[src/rtl/msi_agg_pkg.sv]
package msi_agg_pkg;
    // Register kinds found by the bus decoder
    typedef enum logic [2:0] {
        RK_NONE,
        RK_STATUS,
        RK_EN_SET,
        RK_EN_CLR,
        RK_EOI
    } reg_kind_e;

    localparam int MSI_DOORBELL_OFF = 'h054;
    localparam int EOI_OFF          = 'h050;
    localparam int GRP_BASE_OFF     = 'h100;
    localparam int GRP_STRIDE       = 16;
    localparam int SUB_STATUS       = 'h4;
    localparam int SUB_EN_SET       = 'h8;
    localparam int SUB_EN_CLR       = 'hC;
    localparam int EOI_CODE_BASE    = 4;
endpackage

[src/rtl/msi_vector_decode.sv]
module msi_vector_decode #(
    parameter int NUM_GROUPS = 8,
    parameter int GRP_BITS   = 4,
    parameter int DATA_W     = 32
) (
    input  logic                           clk,
    input  logic                           rst_n,
    input  logic                           valid_i,
    input  logic [DATA_W-1:0]              vector_i,
    output logic [NUM_GROUPS*GRP_BITS-1:0] set_o
);
    localparam int NUM_VEC = NUM_GROUPS * GRP_BITS;

    // Flat index g*GRP_BITS+b is set by vector b*NUM_GROUPS+g
    for (genvar g = 0; g < NUM_GROUPS; g++) begin : g_grp
        for (genvar b = 0; b < GRP_BITS; b++) begin : g_bit
            assign set_o[g*GRP_BITS+b] =
                valid_i && (vector_i == DATA_W'(b*NUM_GROUPS + g));
        end
    end

    assert_single_set_R1: assert property (@(posedge clk) disable iff (!rst_n)
        $onehot0(set_o));

    assert_oob_vector_R2: assert property (@(posedge clk) disable iff (!rst_n)
        (valid_i && vector_i >= DATA_W'(NUM_VEC)) |-> (set_o == '0));
endmodule

[src/rtl/msi_reg_decode.sv]
module msi_reg_decode
    import msi_agg_pkg::*;
#(
    parameter int NUM_GROUPS = 8,
    parameter int ADDR_W     = 12,
    localparam int GW        = (NUM_GROUPS > 1) ? $clog2(NUM_GROUPS) : 1
) (
    input  logic [ADDR_W-1:0] addr_i,
    output reg_kind_e         kind_o,
    output logic [GW-1:0]     grp_o
);
    localparam int REGION_LEN = NUM_GROUPS * GRP_STRIDE;

    logic [ADDR_W-1:0] rel;
    logic              in_region;

    always_comb begin
        rel       = addr_i - ADDR_W'(GRP_BASE_OFF);
        in_region = (addr_i >= ADDR_W'(GRP_BASE_OFF)) &&
                    ({1'b0, rel} < (ADDR_W+1)'(REGION_LEN));
        grp_o     = rel[4 +: GW];
        kind_o    = RK_NONE;
        if (addr_i == ADDR_W'(EOI_OFF)) begin
            kind_o = RK_EOI;
        end else if (in_region) begin
            case (rel[3:0])
                4'(SUB_STATUS): kind_o = RK_STATUS;
                4'(SUB_EN_SET): kind_o = RK_EN_SET;
                4'(SUB_EN_CLR): kind_o = RK_EN_CLR;
                default:        kind_o = RK_NONE;
            endcase
        end
    end
endmodule

[src/rtl/msi_group.sv]
module msi_group #(
    parameter int GRP_BITS = 4
) (
    input  logic                clk,
    input  logic                rst_n,
    input  logic [GRP_BITS-1:0] set_i,
    input  logic [GRP_BITS-1:0] clr_i,
    input  logic [GRP_BITS-1:0] en_set_i,
    input  logic [GRP_BITS-1:0] en_clr_i,
    input  logic                eoi_i,
    output logic [GRP_BITS-1:0] pend_o,
    output logic [GRP_BITS-1:0] en_o,
    output logic                irq_o
);
    typedef struct packed {
        logic [GRP_BITS-1:0] pend;
        logic [GRP_BITS-1:0] en;
        logic                blank;
    } grp_state_t;

    grp_state_t st_d, st_q;

    always_comb begin
        st_d       = st_q;
        // A new event outranks a same-edge clear
        st_d.pend  = (st_q.pend & ~clr_i) | set_i;
        st_d.en    = (st_q.en | en_set_i) & ~en_clr_i;
        st_d.blank = eoi_i;
    end

    always_ff @(posedge clk) begin
        if (!rst_n) st_q <= '0;
        else        st_q <= st_d;
    end

    assign pend_o = st_q.pend;
    assign en_o   = st_q.en;
    assign irq_o  = (|(st_q.pend & st_q.en)) && !st_q.blank;

    assert_event_wins_R7: assert property (@(posedge clk) disable iff (!rst_n)
        (set_i != '0) |=> ((pend_o & $past(set_i)) == $past(set_i)));

    assert_clear_drops_R3: assert property (@(posedge clk) disable iff (!rst_n)
        ((clr_i & ~set_i) != '0) |=> ((pend_o & $past(clr_i & ~set_i)) == '0));

    assert_en_clear_R4: assert property (@(posedge clk) disable iff (!rst_n)
        (en_clr_i != '0) |=> ((en_o & $past(en_clr_i)) == '0));

    assert_line_needs_work_R5: assert property (@(posedge clk) disable iff (!rst_n)
        irq_o |-> ((pend_o & en_o) != '0));

    assert_eoi_gap_R6: assert property (@(posedge clk) disable iff (!rst_n)
        eoi_i |=> !irq_o);
endmodule

[src/rtl/msi_irq_aggregator.sv]
module msi_irq_aggregator
    import msi_agg_pkg::*;
#(
    parameter int NUM_GROUPS = 8,
    parameter int GRP_BITS   = 4,
    parameter int ADDR_W     = 12,
    parameter int DATA_W     = 32
) (
    input  logic                  clk,
    input  logic                  rst_n,
    input  logic                  msi_valid,
    input  logic [ADDR_W-1:0]     msi_addr,
    input  logic [DATA_W-1:0]     msi_data,
    input  logic                  reg_we,
    input  logic [ADDR_W-1:0]     reg_addr,
    input  logic [DATA_W-1:0]     reg_wdata,
    output logic [DATA_W-1:0]     reg_rdata,
    output logic [NUM_GROUPS-1:0] irq_out
);
    localparam int GW     = (NUM_GROUPS > 1) ? $clog2(NUM_GROUPS) : 1;
    localparam int FLAT_W = NUM_GROUPS * GRP_BITS;

    logic              doorbell;
    logic [FLAT_W-1:0] set_flat;
    logic [FLAT_W-1:0] pend_flat;
    logic [FLAT_W-1:0] en_flat;
    reg_kind_e         kind;
    logic [GW-1:0]     grp_sel;

    assign doorbell = msi_valid && (msi_addr == ADDR_W'(MSI_DOORBELL_OFF));

    msi_vector_decode #(
        .NUM_GROUPS(NUM_GROUPS), .GRP_BITS(GRP_BITS), .DATA_W(DATA_W)
    ) u_vec (
        .clk(clk), .rst_n(rst_n), .valid_i(doorbell),
        .vector_i(msi_data), .set_o(set_flat)
    );

    msi_reg_decode #(
        .NUM_GROUPS(NUM_GROUPS), .ADDR_W(ADDR_W)
    ) u_dec (
        .addr_i(reg_addr), .kind_o(kind), .grp_o(grp_sel)
    );

    for (genvar g = 0; g < NUM_GROUPS; g++) begin : g_grp
        logic                hit;
        logic [GRP_BITS-1:0] clr_v, ens_v, enc_v;
        logic                eoi_v;

        assign hit   = reg_we && (grp_sel == GW'(g));
        assign clr_v = (hit && kind == RK_STATUS) ? reg_wdata[GRP_BITS-1:0] : '0;
        assign ens_v = (hit && kind == RK_EN_SET) ? reg_wdata[GRP_BITS-1:0] : '0;
        assign enc_v = (hit && kind == RK_EN_CLR) ? reg_wdata[GRP_BITS-1:0] : '0;
        assign eoi_v = reg_we && (kind == RK_EOI) &&
                       (reg_wdata == DATA_W'(g + EOI_CODE_BASE));

        msi_group #(.GRP_BITS(GRP_BITS)) u_grp (
            .clk(clk), .rst_n(rst_n),
            .set_i(set_flat[g*GRP_BITS +: GRP_BITS]),
            .clr_i(clr_v), .en_set_i(ens_v), .en_clr_i(enc_v), .eoi_i(eoi_v),
            .pend_o(pend_flat[g*GRP_BITS +: GRP_BITS]),
            .en_o(en_flat[g*GRP_BITS +: GRP_BITS]),
            .irq_o(irq_out[g])
        );
    end

    always_comb begin
        reg_rdata = '0;
        case (kind)
            RK_STATUS: reg_rdata[GRP_BITS-1:0] = pend_flat[grp_sel*GRP_BITS +: GRP_BITS];
            RK_EN_SET,
            RK_EN_CLR: reg_rdata[GRP_BITS-1:0] = en_flat[grp_sel*GRP_BITS +: GRP_BITS];
            default:   reg_rdata = '0;
        endcase
    end

    assert_other_addr_ignored_R1: assert property (@(posedge clk) disable iff (!rst_n)
        (!doorbell && !reg_we) |=> (pend_flat == $past(pend_flat)));

    assert_unmapped_read_R8: assert property (@(posedge clk) disable iff (!rst_n)
        (kind == RK_NONE || kind == RK_EOI) |-> (reg_rdata == '0));
endmodule

[config.mk]
export PLATFORM = sky130hd
export DESIGN_NAME = msi_irq_aggregator
export DESIGN_NICKNAME = d
export VERILOG_FILES = /design/src/rtl/msi_agg_pkg.sv /design/src/rtl/msi_vector_decode.sv /design/src/rtl/msi_reg_decode.sv /design/src/rtl/msi_group.sv /design/src/rtl/msi_irq_aggregator.sv
export SDC_FILE = /design/constraint.sdc
export NUM_CORES = 1
export LEC_CHECK = 0
export ABC_AREA = 1
export BUFFER_PORTS_ARGS = -buffer_cell sky130_fd_sc_hd__clkbuf_2
export CORE_UTILIZATION = 54
export CTS_BUF_LIST = sky130_fd_sc_hd__clkbuf_2 sky130_fd_sc_hd__clkbuf_4 sky130_fd_sc_hd__clkbuf_8
export DETAILED_ROUTE_END_ITERATION = 8
export PLACE_DENSITY_LB_ADDON = 0.12
export SLEW_MARGIN = 10
export SYNTH_ARGS = -nofsm -noshare
export SYNTH_HDL_FRONTEND = slang
export SYNTH_SLANG_ARGS = --single-unit
[constraint.sdc]
create_clock -name clk -period 2.68 [get_ports clk]
set_clock_uncertainty 0.15 [all_clocks]
set_input_delay 0.536 -clock clk [delete_from_list [all_inputs] [get_ports clk]]
set_output_delay 0.536 -clock clk [all_outputs]
set_load 0.01 [all_outputs]
==> results.ini <==
[worst_setup_path]
worst_r2r_path_depth=2
critical_path.startpoint_type=input pin
setup.reg_to_reg.worst_slack_ps=1760
critical_path.max_fanout=10
regToRegStartpoint=g_grp[3].u_grp.pend_o[1]
worst_r2r_endpoint=g_grp[3].u_grp.pend_o[1]
worst_setup_path_end_kind=output pin
timing.setup.critical_path_class=in2out
worstPathRequired_ps=1990
critical_path_arrival_ps=1930

[sta]
final_worst_path_setup_slack_ps=60.25
timing_limited_maximum_frequency_mhz=381.7
worst_hold_slack_ps=329.8
maxSlewViolCount=0
period_minus_slack_ps=2620
finalSetupViolCount=0
tightest_slew_ps=724.4
layout_worst_path_cycle_share_pct=97.75
slew_headroom_pct=51.66
timing_hold_violations_final=0
grt_setup_unrepaired=yes

[global_route]
groute.usage.overall_pct=34.28
grt_max_degree=33
remaining_overflow_grt=0
grt_pass1_vias=4870
antenna_found_initial=0
grt_first_pass_wirelength_um=23230

[placement]
numPortBuffers=103
routabilityCongestion=0.9680
place.detailed.hpwl_um=11430
dp_worst_setup_slack_ps=52.14
placedInstanceArea_um2=5125

[routing]
routed_wirelength_um=15080
drt_pre_antenna_iters=5
remaining_drc_errors=0
routed_via_density=5.579
ant_nets=0
detailroute.via_count=5339
wl_per_cell_um=15.75
dr.first_iter.drc_count=435

[logic_synthesis]
yosysWarningCount=0
netlist-cell-type-count=29
synth_instances=753
register_bit_count_reported_by_yosys=72
synth_seq_area_share_pct=31.15
synthesis.area_per_instance_um2=6.145
mappedNetlistArea_um2=4627

[power_and_ir_drop]
p_leak_nw=2.036
power.clock.fraction_pct=41.8
cellPowerDensity_nw_per_um2=427.9
max-vdd-ir-drop_mv=0.4802
sw_frac_of_total_pct=26.68
p_switching_uw=613.0
power.share.sequential_pct=46.5
power_frac_comb_pct=11.7
power_report.internal_total_mw=1.685

[run]
cap_viol_max_count=0

[worst_hold_path]
holdPathEnd=g_grp[1].u_grp.en_o[2]
holdCritStartpoint=g_grp[1].u_grp.en_o[2]
holdCritPathClass=reg2reg
worstHoldPathCells=2

[die]
core.rowCount=33
chipWidth_um=94.57
floorplan.die.height_um=94.57
core_um2=8258
starting_density_of_the_core_pct=56.03
die_area_um2=8943
boundaryPins=132

[cells_and_area]
n_fill_cell=813
num_antenna_cells=0
finish.instance_area_um2=5370
area.sequential_um2=1441
finalNetCount=939
fin_util_pct=65.03
layout-area-overhead-vs-synth_pct=16.06
multi_input_area_um2=2736
layout-drive-gt1-share_pct=19.13

[clock_network]
clock_sinks=72
cts_tree=yes
cts.clk_slew.worst_paths_ps=80
htree_levels=3
ctsLongestPathBuffers=2
skew_pair_late_insertion_delay_ps=340
clock_tree.root_cell=clkbuf_8
hold_buffers=0
cts_inserted_buffers=9

[outcome]
run_status=finished clean

==> per-stage QoR <==
step                power (mW)  TNS (ps)  instances
floorplan                1.258         0        780
global placement         1.348         0        940
detailed placement       1.353         0        940
CTS                      2.298         0        956
global route             2.371    -140.6        957
finish                   2.298         0        957
==> synth_stat cells <==
cell type	count	share of area, %
nand3_2	1	0.22
buf_6	2	0.49
o22ai_1	4	0.54
clkbuf_1	22	1.8
and2_1	1	0.14
nand3b_1	2	0.32
and3_1	1	0.14
o21ai_1	11	1.2
a2111oi_2	1	0.32
or2_4	1	0.19
nand4_1	7	0.95
nor2_1	130	11
nor4_1	15	2.0
nand2_1	208	17
nor3_1	1	0.11
buf_2	8	0.87
conb_1	1	0.081
dfxtp_1	72	31
inv_1	37	3.0
nand3_1	44	4.8
nand2_4	2	0.49
a41oi_1	8	1.5
nand2_2	2	0.27
clkinv_4	1	0.19
nor3_2	8	1.7
buf_4	36	5.8
o21ai_0	58	6.3
nor2_4	4	0.97
a21oi_1	65	7.0
==> state kept, by name (all words and copies together), names as in the netlist <==
signal and flops:
g_grp.u_grp.pend_o 32, g_grp.u_grp.en_o 32, g_grp.u_grp.st_q 8
==> routing by layer <==
layer  routed length, um  vias up  global-route usage (%)
met3                1513       49                   8.776
met4                 510        0                   14.02
met1                5972     2430                   41.46
met5                   0        -                       0
met2                7078      254                   57.79
li1                    -     2606                       -
==> placed cells by master, fill, tap and decap left out <==
| cell | instances |
|---|---|
| nor2_2 | 1 |
| a41oi_1 | 8 |
| and2_1 | 1 |
| o22ai_1 | 4 |
| or2_4 | 1 |
| nor3_1 | 1 |
| and3_1 | 1 |
| nand2_1 | 208 |
| nand3b_1 | 2 |
| clkbuf_2 | 101 |
| a21oi_1 | 65 |
| nor2_1 | 129 |
| nand2_4 | 2 |
| nand4_1 | 7 |
| nor4_1 | 15 |
| buf_12 | 1 |
| dfxtp_1 | 72 |
| clkinv_2 | 2 |
| nor2_4 | 4 |
| nand2_2 | 2 |
| nor3_2 | 8 |
| buf_6 | 3 |
| inv_6 | 1 |
| conb_1 | 28 |
| nand3_2 | 3 |
| buf_4 | 16 |
| nand3_1 | 42 |
| a2111oi_2 | 1 |
| clkinv_4 | 2 |
| inv_1 | 37 |
| bufinv_16 | 2 |
| o21ai_1 | 11 |
| o21ai_0 | 58 |
| clkinvlp_4 | 1 |
| clkbuf_8 | 9 |
| buf_2 | 3 |
==> cell families after synthesis <==
group           synth area share [%]
flops                          31.15
compound gates                 16.87
buf+inv                        12.17
simple gates                   39.72
other cells                  0.08105
==> final cells by class <==
class,count,area share (%)
Sequential cell,72,26.84
Inverter,38,2.749
Clock inverter,7,1.771
Tap cell,105,2.446
Clock buffer,9,2.307
Multi-Input combinational cell,602,50.96
Timing Repair Buffer,124,12.93
==> worst max path at each step <==
stage	from	endpoint	slack (ps)	depth (start not counted)
6_report	reg_addr[9]	reg_rdata[3]	60	12
5_1_grt	reg_addr[9]	reg_rdata[1]	-50	11
4_1_cts	reg_addr[9]	reg_rdata[1]	60	11
3_5_place_dp	reg_addr[9]	reg_rdata[1]	50	11
3_3_place_gp	reg_addr[9]	reg_rdata[1]	90	11
2_1_floorplan	reg_addr[9]	reg_rdata[1]	290	10
==> critical path, stage by stage <==
cell	delay [ps]
clkbuf_2	80
or2_4	260
nor2_4	180
nand2_4	110
clkinv_4	120
nand2_1	60
nand3_1	70
nand2_1	70
nor2_1	110
nor2_1	70
nor2_1	130
clkbuf_2	150
==> power by group through the flow <==
stage	Clock (mW)	Combinational, mW	Sequential, mW
final	0.960	0.269	1.07
after global routing	1.01	0.294	1.07
after CTS	0.969	0.260	1.07
after detailed placement	0	0.259	1.09
after global placement	0	0.254	1.09
after floorplan	0	0.164	1.09
==> repair_timing <==
action,in CTS,in global routing
setup endpoints to repair,0,3
resized for setup,0,7
setup buffers,0,0
(Power assumes the default switching activity.)
